<file path="src/rtl/sram_ctl_pkg.sv">
package sram_ctl_pkg;

  typedef enum logic [2:0] {
    ST_IDLE   = 3'd0,
    ST_READ   = 3'd1,
    ST_WSETUP = 3'd2,
    ST_WPULSE = 3'd3,
    ST_WHOLD  = 3'd4,
    ST_WREC   = 3'd5
  } cyc_state_t;

  function automatic int unsigned max_u(input int unsigned a, input int unsigned b);
    return (a > b) ? a : b;
  endfunction

endpackage

</file>
<file path="src/rtl/sram_rst_sync.sv">
module sram_rst_sync (
  input  logic clk,
  input  logic rst_n,
  output logic rst_sync_n
);
  logic stage_q;

  always_ff @(posedge clk or negedge rst_n) begin
    if (!rst_n) begin
      stage_q    <= 1'b0;
      rst_sync_n <= 1'b0;
    end else begin
      stage_q    <= 1'b1;
      rst_sync_n <= stage_q;
    end
  end
endmodule

</file>
<file path="src/rtl/sram_cyc_timer.sv">
module sram_cyc_timer #(
  parameter int unsigned CNT_W = 3
) (
  input  logic             clk,
  input  logic             rst_n,
  input  logic             load,
  input  logic [CNT_W-1:0] load_val,
  output logic             expired
);
  logic [CNT_W-1:0] cnt_q;
  logic [CNT_W-1:0] cnt_d;
  logic             cnt_en;

  always_comb begin
    cnt_en = load || (cnt_q != '0);
    cnt_d  = load ? load_val : (cnt_q - 1'b1);
  end

  always_ff @(posedge clk or negedge rst_n) begin
    if (!rst_n) begin
      cnt_q <= '0;
    end else if (cnt_en) begin
      cnt_q <= cnt_d;
    end
  end

  assign expired = (cnt_q == '0);
endmodule

</file>
<file path="src/rtl/sram_cyc_datapath.sv">
module sram_cyc_datapath #(
  parameter int unsigned ADDR_W = 13,
  parameter int unsigned DATA_W = 8
) (
  input  logic              clk,
  input  logic              rst_n,
  input  logic              accept,
  input  logic [ADDR_W-1:0] req_addr,
  input  logic [DATA_W-1:0] req_wdata,
  input  logic              capture,
  input  logic [DATA_W-1:0] bus_in,
  output logic [ADDR_W-1:0] addr_q,
  output logic [DATA_W-1:0] wdata_q,
  output logic [DATA_W-1:0] rdata_q
);
  always_ff @(posedge clk or negedge rst_n) begin
    if (!rst_n) begin
      addr_q  <= '0;
      wdata_q <= '0;
    end else if (accept) begin
      addr_q  <= req_addr;
      wdata_q <= req_wdata;
    end
  end

  always_ff @(posedge clk or negedge rst_n) begin
    if (!rst_n) begin
      rdata_q <= '0;
    end else if (capture) begin
      rdata_q <= bus_in;
    end
  end
endmodule

</file>
<file path="src/rtl/sram_async_ctl.sv">
module sram_async_ctl #(
  parameter int unsigned ADDR_W = 13,
  parameter int unsigned DATA_W = 8,
  parameter int unsigned T_AA   = 4,
  parameter int unsigned T_CO   = 4,
  parameter int unsigned T_OE   = 2,
  parameter int unsigned T_AS   = 1,
  parameter int unsigned T_WP   = 3,
  parameter int unsigned T_DS   = 2,
  parameter int unsigned T_WR   = 1
) (
  input  logic              clk,
  input  logic              rst_n,
  input  logic              host_req,
  input  logic              host_we,
  input  logic [ADDR_W-1:0] host_addr,
  input  logic [DATA_W-1:0] host_wdata,
  output logic              host_ready,
  output logic [DATA_W-1:0] host_rdata,
  output logic              host_done,
  output logic [ADDR_W-1:0] mem_addr,
  output logic              mem_ce_n,
  output logic              mem_we_n,
  output logic              mem_oe_n,
  output logic [DATA_W-1:0] mem_dq_out,
  input  logic [DATA_W-1:0] mem_dq_in,
  output logic              mem_dq_oe
);
  import sram_ctl_pkg::*;

  localparam int unsigned T_RD    = max_u(max_u(T_AA, T_CO), T_OE);
  localparam int unsigned T_PULSE = max_u(T_WP, T_DS);
  localparam int unsigned T_MAX   = max_u(max_u(T_RD, T_PULSE), max_u(T_AS, T_WR));
  localparam int unsigned CNT_W   = $clog2(T_MAX + 1);

  logic             rst_sync_n;
  cyc_state_t       state_q, state_d;
  logic             tmr_load;
  logic [CNT_W-1:0] tmr_val;
  logic             tmr_expired;
  logic             accept;
  logic             capture;
  logic             done_d, done_q;

  sram_rst_sync u_rst_sync (
    .clk        (clk),
    .rst_n      (rst_n),
    .rst_sync_n (rst_sync_n)
  );

  sram_cyc_timer #(.CNT_W(CNT_W)) u_timer (
    .clk      (clk),
    .rst_n    (rst_sync_n),
    .load     (tmr_load),
    .load_val (tmr_val),
    .expired  (tmr_expired)
  );

  sram_cyc_datapath #(.ADDR_W(ADDR_W), .DATA_W(DATA_W)) u_datapath (
    .clk       (clk),
    .rst_n     (rst_sync_n),
    .accept    (accept),
    .req_addr  (host_addr),
    .req_wdata (host_wdata),
    .capture   (capture),
    .bus_in    (mem_dq_in),
    .addr_q    (mem_addr),
    .wdata_q   (mem_dq_out),
    .rdata_q   (host_rdata)
  );

  // Next-state and phase-length selection
  always_comb begin
    state_d  = state_q;
    tmr_load = 1'b0;
    tmr_val  = '0;
    accept   = 1'b0;
    capture  = 1'b0;
    done_d   = 1'b0;
    case (state_q)
      ST_IDLE: begin
        if (host_req) begin
          accept   = 1'b1;
          tmr_load = 1'b1;
          if (host_we) begin
            state_d = ST_WSETUP;
            tmr_val = CNT_W'(T_AS - 1);
          end else begin
            state_d = ST_READ;
            tmr_val = CNT_W'(T_RD - 1);
          end
        end
      end
      ST_READ: begin
        if (tmr_expired) begin
          capture = 1'b1;
          done_d  = 1'b1;
          state_d = ST_IDLE;
        end
      end
      ST_WSETUP: begin
        if (tmr_expired) begin
          state_d  = ST_WPULSE;
          tmr_load = 1'b1;
          tmr_val  = CNT_W'(T_PULSE - 1);
        end
      end
      ST_WPULSE: begin
        if (tmr_expired) begin
          state_d = ST_WHOLD;
        end
      end
      ST_WHOLD: begin
        state_d  = ST_WREC;
        tmr_load = 1'b1;
        tmr_val  = CNT_W'(T_WR - 1);
      end
      ST_WREC: begin
        if (tmr_expired) begin
          done_d  = 1'b1;
          state_d = ST_IDLE;
        end
      end
      default: state_d = ST_IDLE;
    endcase
  end

  always_ff @(posedge clk or negedge rst_sync_n) begin
    if (!rst_sync_n) begin
      state_q <= ST_IDLE;
      done_q  <= 1'b0;
    end else begin
      state_q <= state_d;
      done_q  <= done_d;
    end
  end

  // Memory strobes decoded from the phase register
  always_comb begin
    mem_ce_n  = !(state_q == ST_READ || state_q == ST_WSETUP || state_q == ST_WPULSE);
    mem_we_n  = !(state_q == ST_WPULSE);
    mem_oe_n  = !(state_q == ST_READ);
    mem_dq_oe = (state_q == ST_WPULSE) || (state_q == ST_WHOLD);
  end

  assign host_ready = (state_q == ST_IDLE);
  assign host_done  = done_q;

  AST_READ_FRAME: assert property (@(posedge clk) disable iff (!rst_sync_n)
    !mem_oe_n |-> (mem_we_n && !mem_ce_n));
  AST_READ_DONE_LATENCY: assert property (@(posedge clk) disable iff (!rst_sync_n)
    ($fell(mem_oe_n) && !host_ready) |-> !host_done);
  AST_CE_BEFORE_WE: assert property (@(posedge clk) disable iff (!rst_sync_n)
    $fell(mem_we_n) |-> $past(!mem_ce_n));
  AST_STROBES_RISE_TOGETHER: assert property (@(posedge clk) disable iff (!rst_sync_n)
    $rose(mem_we_n) |-> $rose(mem_ce_n));
  AST_ADDR_HELD: assert property (@(posedge clk) disable iff (!rst_sync_n)
    (!host_ready && $past(!host_ready)) |-> $stable(mem_addr));
  AST_NO_CONTENTION: assert property (@(posedge clk) disable iff (!rst_sync_n)
    (mem_dq_oe || !mem_we_n) |-> mem_oe_n);
  AST_DATA_THRU_RISE: assert property (@(posedge clk) disable iff (!rst_sync_n)
    $rose(mem_we_n) |-> mem_dq_oe);
  AST_DRIVER_RELEASE: assert property (@(posedge clk) disable iff (!rst_sync_n)
    (mem_dq_oe && mem_we_n) |=> !mem_dq_oe);
  AST_DATA_STABLE: assert property (@(posedge clk) disable iff (!rst_sync_n)
    (mem_dq_oe && $past(mem_dq_oe)) |-> $stable(mem_dq_out));
  AST_READY_AT_DONE: assert property (@(posedge clk) disable iff (!rst_sync_n)
    host_done |-> host_ready);
  AST_DONE_SINGLE: assert property (@(posedge clk) disable iff (!rst_sync_n)
    host_done |=> !host_done);
endmodule

</file>
<file path="config.mk">
export PLATFORM = sky130hd
export DESIGN_NAME = sram_async_ctl
export DESIGN_NICKNAME = d
export VERILOG_FILES = /design/src/rtl/sram_ctl_pkg.sv /design/src/rtl/sram_rst_sync.sv /design/src/rtl/sram_cyc_timer.sv /design/src/rtl/sram_cyc_datapath.sv /design/src/rtl/sram_async_ctl.sv
export SDC_FILE = /design/constraint.sdc
export NUM_CORES = 1
export LEC_CHECK = 0
export BUFFER_PORTS_ARGS = -buffer_cell sky130_fd_sc_hd__buf_2
export CAP_MARGIN = 10
export CORE_ASPECT_RATIO = 0.5
export CORE_MARGIN = 1
export CORE_UTILIZATION = 43
export CTS_CLUSTER_SIZE = 40
export DETAILED_ROUTE_END_ITERATION = 8
export PLACE_DENSITY = 0.72
export SYNTH_ARGS = -nofsm -noshare
export SYNTH_HDL_FRONTEND = slang
export SYNTH_SLANG_ARGS = --single-unit
</file>
<file path="constraint.sdc">
create_clock -name clk -period 3.25 [get_ports clk]
set_clock_uncertainty 0.15 [all_clocks]
set_input_delay 0.65 -clock clk [delete_from_list [all_inputs] [get_ports clk]]
set_output_delay 0.65 -clock clk [all_outputs]
set_load 0.1 [all_outputs]
</file>
# Word-level counts from Yosys, hierarchy flattened
# Index checks and enable logic that the tools add are counted.
# Widths: inputs -> output; s select.
[totals] ff_bits=38 inputBits=33 output_inout_bits=35 word_cells=47
[op_classes] add_sub_neg=1 n_eq_ne=9 n_mux=17 n_reduce_logical=12
[ops] cell="$mux 3" count=5
[ops] cell="$pmux 3 s5" count=1
[ops] cell="$mux 2" count=4
[ops] cell="$eq 3x2->1 const B" count=2
[ops] cell="$eq 3x3->1 const B" count=2
[ops] cell="$logic_not 3->1" count=2
[ops] cell="$ne 2x2->1 const B" count=3
[ops] cell="$mux 1" count=5
[ops] cell="$logic_or 1x1->1" count=4
[ops] cell="$pmux 2 s2" count=1
[ops] cell="$reduce_and 4->1" count=1
[ops] cell="$eq 3x1->1 const B" count=1
[ops] cell="$logic_not 1->1" count=3
[ops] cell="$pmux 1 s3" count=1
[ops] cell="$reduce_bool 3->1" count=1
[ops] cell="$sub 3x1->3 const B" count=1
[ops] cell="$ne 2x1->1 const B" count=1
[ops] cell="$reduce_or 2->1" count=1

# Depth between registers and ports, before layout
# Gate-level depths: netlist (run 1).
[logic_depth] word_depth=4 ltp_mapped=7 mapped_depth_nobuf=6

# Cells and area by module
# A second synthesis (run 1) with hierarchy kept.
[unflattened] cells_unflattened=121 area_unflattened_um2=1750.4
[by_module_without_submodules] module="sram_cyc_datapath" n_inst=1 cells_each=61 area_per_inst_um2=1154.9 seq_area_each_um2=725.7
[by_module_without_submodules] module="sram_async_ctl" n_inst=1 cells_each=36 area_per_inst_um2=341.6 seq_area_each_um2=100.1
[by_module_without_submodules] module="sram_cyc_timer" n_inst=1 cells_each=21 area_per_inst_um2=200.2 seq_area_each_um2=75.1
[by_module_without_submodules] module="sram_rst_sync" n_inst=1 cells_each=3 area_per_inst_um2=53.8 seq_area_each_um2=50.0

# Worst setup path before layout (run 1)
# OpenSTA, ideal clock, no wires.
[synth_path] path_type="register to output" startpoint="register state_q[0]" endpoint="output port mem_dq_oe" arrival_ns=2.121 required_ns=2.450 path_slack_ns=0.329 path_stages_with_launch=5 n_path_buf=1 path_cell_list="dfrtp_1 buf_6 nor2b_4 nand2_1 nand2_1"
[synth_via] elab_chain_len=2 word_cells_on_any_way=3 cone_classes="2 x eq/ne; 1 x reduce/logical"
[synth_rtl] item="start: declaration" line_no="sram_async_ctl.sv:37" rtl="cyc_state_t state_q, state_d;"
[synth_rtl] item="start signal: assignment" line_no="sram_async_ctl.sv:133" rtl="state_q <= state_d;"
[synth_rtl] item="$eq 3x2->1 / $eq 3x3->1 (equally long branches)" line_no="sram_async_ctl.sv:143" rtl="mem_dq_oe = (state_q == ST_WPULSE) || (state_q == ST_WHOLD);"
[synth_rtl] item="$logic_or 1x1->1 *" line_no="sram_async_ctl.sv:143"
[synth_rtl] item="end: declaration" line_no="sram_async_ctl.sv:27" rtl="output logic mem_dq_oe"
# Every way passes the cells marked *; elsewhere a longest branch is shown, timed or not.

# Final worst setup path (run 1)
# Same ends and word-level chain as after synthesis.

==> results of run 1 <==
==> worst reg2reg max path: cells and delay by family (launching register included) <==
kind,cells,cell delay (ns)
and+or+nand+nor,1,0.57
adders and majority gates,2,0.55
DFF,1,0.39
muxes,1,0.35
buffers and inverters,1,0.06
==> registers in the layout, summed over array words and instances, names as in the netlist <==
signal	cells
u_timer.cnt_q	3
u_datapath.addr_q	13
state_q	3
u_datapath.rdata_q	8
u_rst_sync.stage_q	1
u_datapath.wdata_q	8
u_rst_sync.rst_sync_n	1
host_done	1
==> cell usage after synthesis, drive strengths merged (2+ instances only) <==
library cell / instances
buf: 6
nand2: 5
mux2: 29
o21a: 2
inv: 3
a21oi: 5
and3b: 2
nor2b: 2
dfrtp: 38
ha: 2
nor2: 5
==> worst max-delay path by stage <==
stage	start	endpoint	slack (ns)	cells past startpoint
2_1_floorplan	state_q[0]	mem_dq_oe	0.33	4
3_3_place_gp	state_q[0]	mem_dq_oe	1.14	4
3_5_place_dp	u_timer.cnt_q[0]	u_datapath.rdata_q[7]	1.09	5
4_1_cts	state_q[0]	mem_dq_oe	0.82	4
5_1_grt	state_q[0]	mem_dq_oe	0.71	4
6_report	state_q[0]	mem_dq_oe	0.82	4
==> per-stage QoR <==
step	util	hold WS, ns
CTS	0.599	0.211
floorplan	-	0.181
global placement	0.565	0.186
finish	0.599	0.204
global route	0.599	0.218
detailed placement	0.565	0.193
==> kinds of logic (layout without fill, tap and decap cells) <==
kind of cell | Yosys count | count (layout) | share of synthesized area
DFF | 38 | 38 | 0.550
muxes | 30 | 30 | 0.256
and+or+nand+nor | 21 | 21 | 0.0731
AOI/OAI and AO/OA | 13 | 13 | 0.0485
buffers and inverters | 10 | 80 | 0.0507
adders and majority gates | 2 | 2 | 0.0145
other | 1 | 1 | 0.00217
xor gates and xnor gates | 1 | 1 | 0.00507
==> layer usage <==
layer / up-vias / part of all wire / GRT usage
li1: 535 / - / -
met1: 539 / 0.48 / 0.194
met2: 28 / 0.46 / 0.251
met3: 7 / 0.041 / 0.0502
met4: 0 / 0.021 / 0.0921
met5: - / 0 / 0
==> final cells by class <==
cell class | instances | area [µm²] | share of cell area
flip-flops and latches | 38 | 951 | 0.436
inverters | 3 | 11.3 | 0.00516
repair buffers | 69 | 353 | 0.162
clock buffers | 5 | 68.8 | 0.0315
multi-input cells | 68 | 689 | 0.316
well taps | 51 | 63.8 | 0.0292
clock inverters | 3 | 45.0 | 0.0206
==> impl_metrics.csv, run 1 <==
group,metric,value,unit
logic_synthesis,ys_seq_area_frac,0.550,
sta,max_freq,412,MHz
logic_synthesis,synthCells,116,
logic_synthesis,yosys.area.top_type,"dfrtp_1",
routing,drc_errors,0,
floorplan,dieHeight,46.8,µm
sta,min_period,2.43,ns
sta,tns,0,ns
worst_hold_path,min_path_cells,0,
logic_synthesis,synth-seq-cells,38,
placed_design,place_hpwl,2230,µm
cts,cts.sinks,38,
sta,grt_setup_unrepaired,"false",
outcome,outcome,"finished clean",
critical_path,crit_type,"flop to output port",
floorplan,dieArea,0.00429,mm²
cells_and_area,fin_cells,237,
routing,detail_route.first_pass.iterations,4,
routing,vias,1109,
critical_path,critPathBufInv,1,
grt,grt_pass1_wl,4870,µm
cells_and_area,nNetsFinal,220,
sta,hold_viol,0,
logic_synthesis,syn_nets,151,
worst_hold_path,hold_path.startpoint,"u_rst_sync.stage_q",
cts,cts_max_level,2,
critical_path,setup.worst_path.end_class,"output port",
placed_design,gp_congestion,0.708,
placed_design,place_ws,1.09,ns
sta,tightest_slew,0.875,ns
grt,antenna_found_initial,0,
critical_path,cp-start-kind,"flop",
critical_path,r2r_slack,1.07,ns
floorplan,io_pins,68,
routing,drtAntennaViolNets,0,
cts,clk_pin_slew,0.07,ns
critical_path,worstPathCellList,"nor2b_4 > nand2_1 > nand2_1 > buf_2",
sta,setup_violations,0,
sta,finalCritPeriodShare,0.746,
critical_path,crit_path_frequent_cell,"nand2_1",
floorplan,core.rowCount,15,
routing,totalWireLength,3090,µm
logic_synthesis,synth-edff-count,0,
logic_synthesis,ys_warn_count,0,
logic_synthesis,ys_types,32,
critical_path,arrival,1.63,ns
critical_path,critPathTopFamily,"flip-flops",
floorplan,die_x,91.7,µm
logic_synthesis,synth.area.top_cells,"dfrtp_1, mux2_4, buf_12",
grt,grt_pass1_vias,1066,
cells_and_area,area_growth,26.3,%
cts,hold_buffers,1,
critical_path,slowest_stage,"dfrtp_1",
run,maxCapViolCount,0,
placed_design,port-buffer-count,67,
logic_synthesis,yosysTopAreaCellShare,0.550,
floorplan,start_util,0.475,
cells_and_area,fin_area,0.00218,mm²
critical_path,max_stage_delay,0.54,ns
routing,first_iter_violations,16,
critical_path,r2r_cells,5,
logic_synthesis,synth_area,0.00173,mm²
logic_synthesis,ys_async_sr_fraction,1.00,
grt,grt_max_degree,24,
cts,clockBufferDepth,2,
grt,grt_overflow,0,
critical_path,path_max_fanout,11,
routing,wire_per_inst,13.0,µm
sta,slew_viol_final,0,
worst_hold_path,holdPathEnd,"u_rst_sync.rst_sync_n",
grt,grt_use_total,0.156,
cells_and_area,final_cell_mix,"buf_2, dfrtp_1, mux2_4",
placed_design,dpl_cell_area,0.00206,mm²
critical_path,required,2.45,ns
worst_hold_path,min_path_type,"flop to flop",
sta,slew_headroom,0.417,
sta,fin_ws,0.824,ns
critical_path,r2r_start,"u_timer.cnt_q[0]",
critical_path,r2r-end,"u_datapath.rdata_q[7]",
logic_synthesis,syn_avg_cell_area,14.9,µm²
cells_and_area,n_antenna_cell,0,
floorplan,core_area,0.00364,mm²
cts,cts_root_buf,"clkbuf_8",
cells_and_area,n_fill_cell,303,
logic_synthesis,ys.flop_type,"dfrtp_1",
cts,cts_setup_buffers,0,
cells_and_area,final_common_cell,"buf_2",
routing,viasPerCell,4.68,
cts,post_cts_resized,0,
cts,cts_tree,"built",
cts,insertion_delay,0.28,ns
placed_design,dp_cells,228,
cells_and_area,drive_gt1_frac,0.586,
cts,cts_buffers,5,
Power of run 1 is not shown: default switching activity piles up to over one toggle a cycle in this logic, so the estimate is an artifact.
==> inputs of run 2 (changes only) <==
ABC_AREA = 1   (was unset)
PLACE_DENSITY = 0.75   (was 0.72)
clock period = 2.2 ns   (was 3.25 ns; I/O delays follow)
==> run 2 against run 1 <==
Area after synthesis shrank 3.3%; core utilization rose by 1.3 points; non-clock buffer count rose by 1; first-iteration DRC count grew to 4.0 times the previous value; worst setup slack got worse by 0.71 ns; critical path depth did not move; clock-buffer cell count is 1 higher; critical path type unchanged; highest routed layer unchanged; global-route usage grew 2.0 points; critical endpoint is now mem_ce_n.
==> impl_metrics.csv, run 2 <==
group,metric,value,unit
cells_and_area,fin_util,0.612,
cts,cts_buffers,5,
sta,fin_hold_ws,0.0926,ns
logic_synthesis,synthSimpleGateAreaFrac,0.287,
critical_path,critPathTopFamily,"buffers and inverters",
sta,setup_violations,0,
logic_synthesis,syn_nets,225,
sta,grt_setup_unrepaired,"false",
logic_synthesis,synth_mux_area_frac,0,
placed_design,port-buffer-count,67,
floorplan,dieHeight,46.1,µm
cts,cts.sinks,38,
logic_synthesis,synth_area,0.00167,mm²
cells_and_area,final_common_cell,"nand2_1",
routing,viasPerCell,4.54,
logic_synthesis,synthTopCellsByCount,"nand2_1, dfrtp_1, inv_1",
logic_synthesis,ys_warn_count,0,
cts,clk_pin_slew,0.08,ns
grt,grt.busiest_layer,"met2",
logic_synthesis,syn_avg_cell_area,8.80,µm²
grt,grt.met2_usage,0.293,
cts,cts_tree,"built",
placed_design,place_hpwl,2650,µm
logic_synthesis,synth-edff-count,0,
logic_synthesis,yosysTopAreaCellShare,0.569,
logic_synthesis,synth.most_common_cell,"nand2_1",
logic_synthesis,yosys.area.top_type,"dfrtp_1",
logic_synthesis,ys.flop_type,"dfrtp_1",
logic_synthesis,synth-compound-area-share,0.0554,
cells_and_area,nNetsFinal,297,
placed_design,place_ws,0.383,ns
grt,grt_max_degree,26,
grt,groute.layer.met3.usage,0.0462,
grt,grt_pass1_wl,5520,µm
critical_path,crit_path_frequent_cell,"nand2_1",
critical_path,r2r_slack,0.44,ns
cts,cts_root_buf,"clkbuf_8",
sta,finalCritPeriodShare,0.947,
critical_path,cp.depth,4,
logic_synthesis,ys_seq_area_frac,0.569,
routing,vias,1426,
cells_and_area,top_regs,"u_datapath.addr_q (13), u_datapath.rdata_q (8), u_datapath.wdata_q (8)",
placed_design,gp_congestion,0.811,
cells_and_area,largest_reg_flops,13,
routing,drtAntennaViolNets,0,
run,maxCapViolCount,0,
critical_path,slowest_stage,"dfrtp_1",
sta,hold_viol,0,
cts,cts_max_level,2,
cells_and_area,drive_gt1_frac,0.369,
grt,globalRouteMet1Util,0.218,
critical_path,path_max_fanout,7,
critical_path,critPathBufInv,2,
critical_path,r2r_cells,6,
logic_synthesis,synthCells,190,
sta,slew_viol_final,0,
critical_path,crit_type,"flop to output port",
sta,tightest_slew,0.579,ns
grt,grt_use_total,0.176,
logic_synthesis,yosys.area_share.adder,0.0150,
cells_and_area,largest_register,"u_datapath.addr_q",
critical_path,arrival,1.49,ns
logic_synthesis,synth_xor_area_frac,0,
floorplan,core.rowCount,15,
critical_path,max_stage_delay,0.49,ns
critical_path,setup.worst_path.end_class,"output port",
floorplan,die_x,90.2,µm
sta,slew_headroom,0.614,
floorplan,core_area,0.00357,mm²
sta,tns,0,ns
routing,drc_errors,0,
floorplan,start_util,0.469,
logic_synthesis,synth_top_family_by_area,"simple AND/OR/NAND/NOR gates",
routing,detail_route.first_pass.iterations,4,
critical_path,required,1.61,ns
logic_synthesis,synth-seq-cells,38,
cells_and_area,area_growth,30.5,%
critical_path,cp-start-kind,"flop",
cells_and_area,n_antenna_cell,0,
sta,min_period,2.08,ns
logic_synthesis,ys_types,22,
grt,grt_overflow,0,
grt,antenna_found_initial,0,
sta,max_freq,480,MHz
critical_path,worstPathCellList,"inv_2 > nand2_1 > nand2_1 > buf_2",
logic_synthesis,ys_async_sr_fraction,1.00,
critical_path,r2r-end,"u_datapath.rdata_q[3]",
logic_synthesis,synth.area.top_cells,"dfrtp_1, nand2_1, o21ai_2",
routing,first_iter_violations,64,
routing,totalWireLength,3490,µm
cells_and_area,final_cell_mix,"nand2_1, buf_2, dfrtp_1",
routing,wire_per_inst,11.1,µm
cts,insertion_delay,0.29,ns
outcome,outcome,"finished clean",
worst_hold_path,min_path_type,"flop to asynchronous set/reset pin",
cts,clockBufferDepth,2,
critical_path,r2r_start,"u_timer.cnt_q[0]",
floorplan,dieArea,0.00416,mm²
floorplan,io_pins,68,
grt,grt_pass1_vias,1253,
sta,fin_ws,0.117,ns
==> run 2: kinds of logic (layout without fill, tap and decap cells) <==
family | Yosys count | after routing
AOI/OAI and AO/OA | 12 | 12
buffers and inverters | 24 | 97
and+or+nand+nor | 113 | 113
DFF | 38 | 38
adders and majority gates | 2 | 2
other | 1 | 1
==> run 2: area by class of cell <==
cell class                      count  area (µm²)
Sequential cell                    38         951
Inverter                           19        71.3
Clock inverter                      2        12.5
Multi-Input combinational cell    128         611
Tap cell                           51        63.8
Clock buffer                        6        82.6
Timing Repair Buffer               70         390
Fill cell                         343        1380
==> run 2: metrics by stage <==
stage | cells | instance area, µm²
after floorplan | 190 | 1680
after CTS | 314 | 2180
after detailed placement | 305 | 2070
final | 314 | 2180
after global routing | 314 | 2180
after global placement | 305 | 2070
==> run 2: worst max path at each step <==
stage	start	endpoint	slack, ns
finish	state_q[0]	mem_ce_n	0.12
global route	state_q[0]	mem_ce_n	0.05
CTS	state_q[0]	host_ready	0.06
detailed placement	state_q[0]	host_ready	0.38
global placement	state_q[0]	host_ready	0.41
floorplan	state_q[1]	mem_dq_oe	0.22
==> run 2: worst reg2reg max path: stages, from the launching register on <==
cell and delay (ns):
dfrtp_1 0.38, inv_1 0.07, ha_1 0.15, ha_1 0.28, nand3_2 0.36, nand2_1 0.19
o21ai_2 0.07
==> run 2: repair_timing <==
| action | CTS | global route |
|---|---|---|
| gates resized for setup | 0 | 1 |
| setup buffers | 0 | 0 |
| hold buffers | 1 | 0 |
| endpoints found under the hold margin | 2 | 0 |
| setup endpoints to repair | 0 | 1 |
==> run 2: per-layer routing <==
layer  vias to the layer above  wire length (µm)  part of all wire
met5                         -                 0                 0
met4                         0                57             0.016
met3                         8               149             0.043
met2                        36              1710              0.49
met1                       659              1570              0.45
li1                        723                 -                 -
Power of run 2 is left out for the same reason.
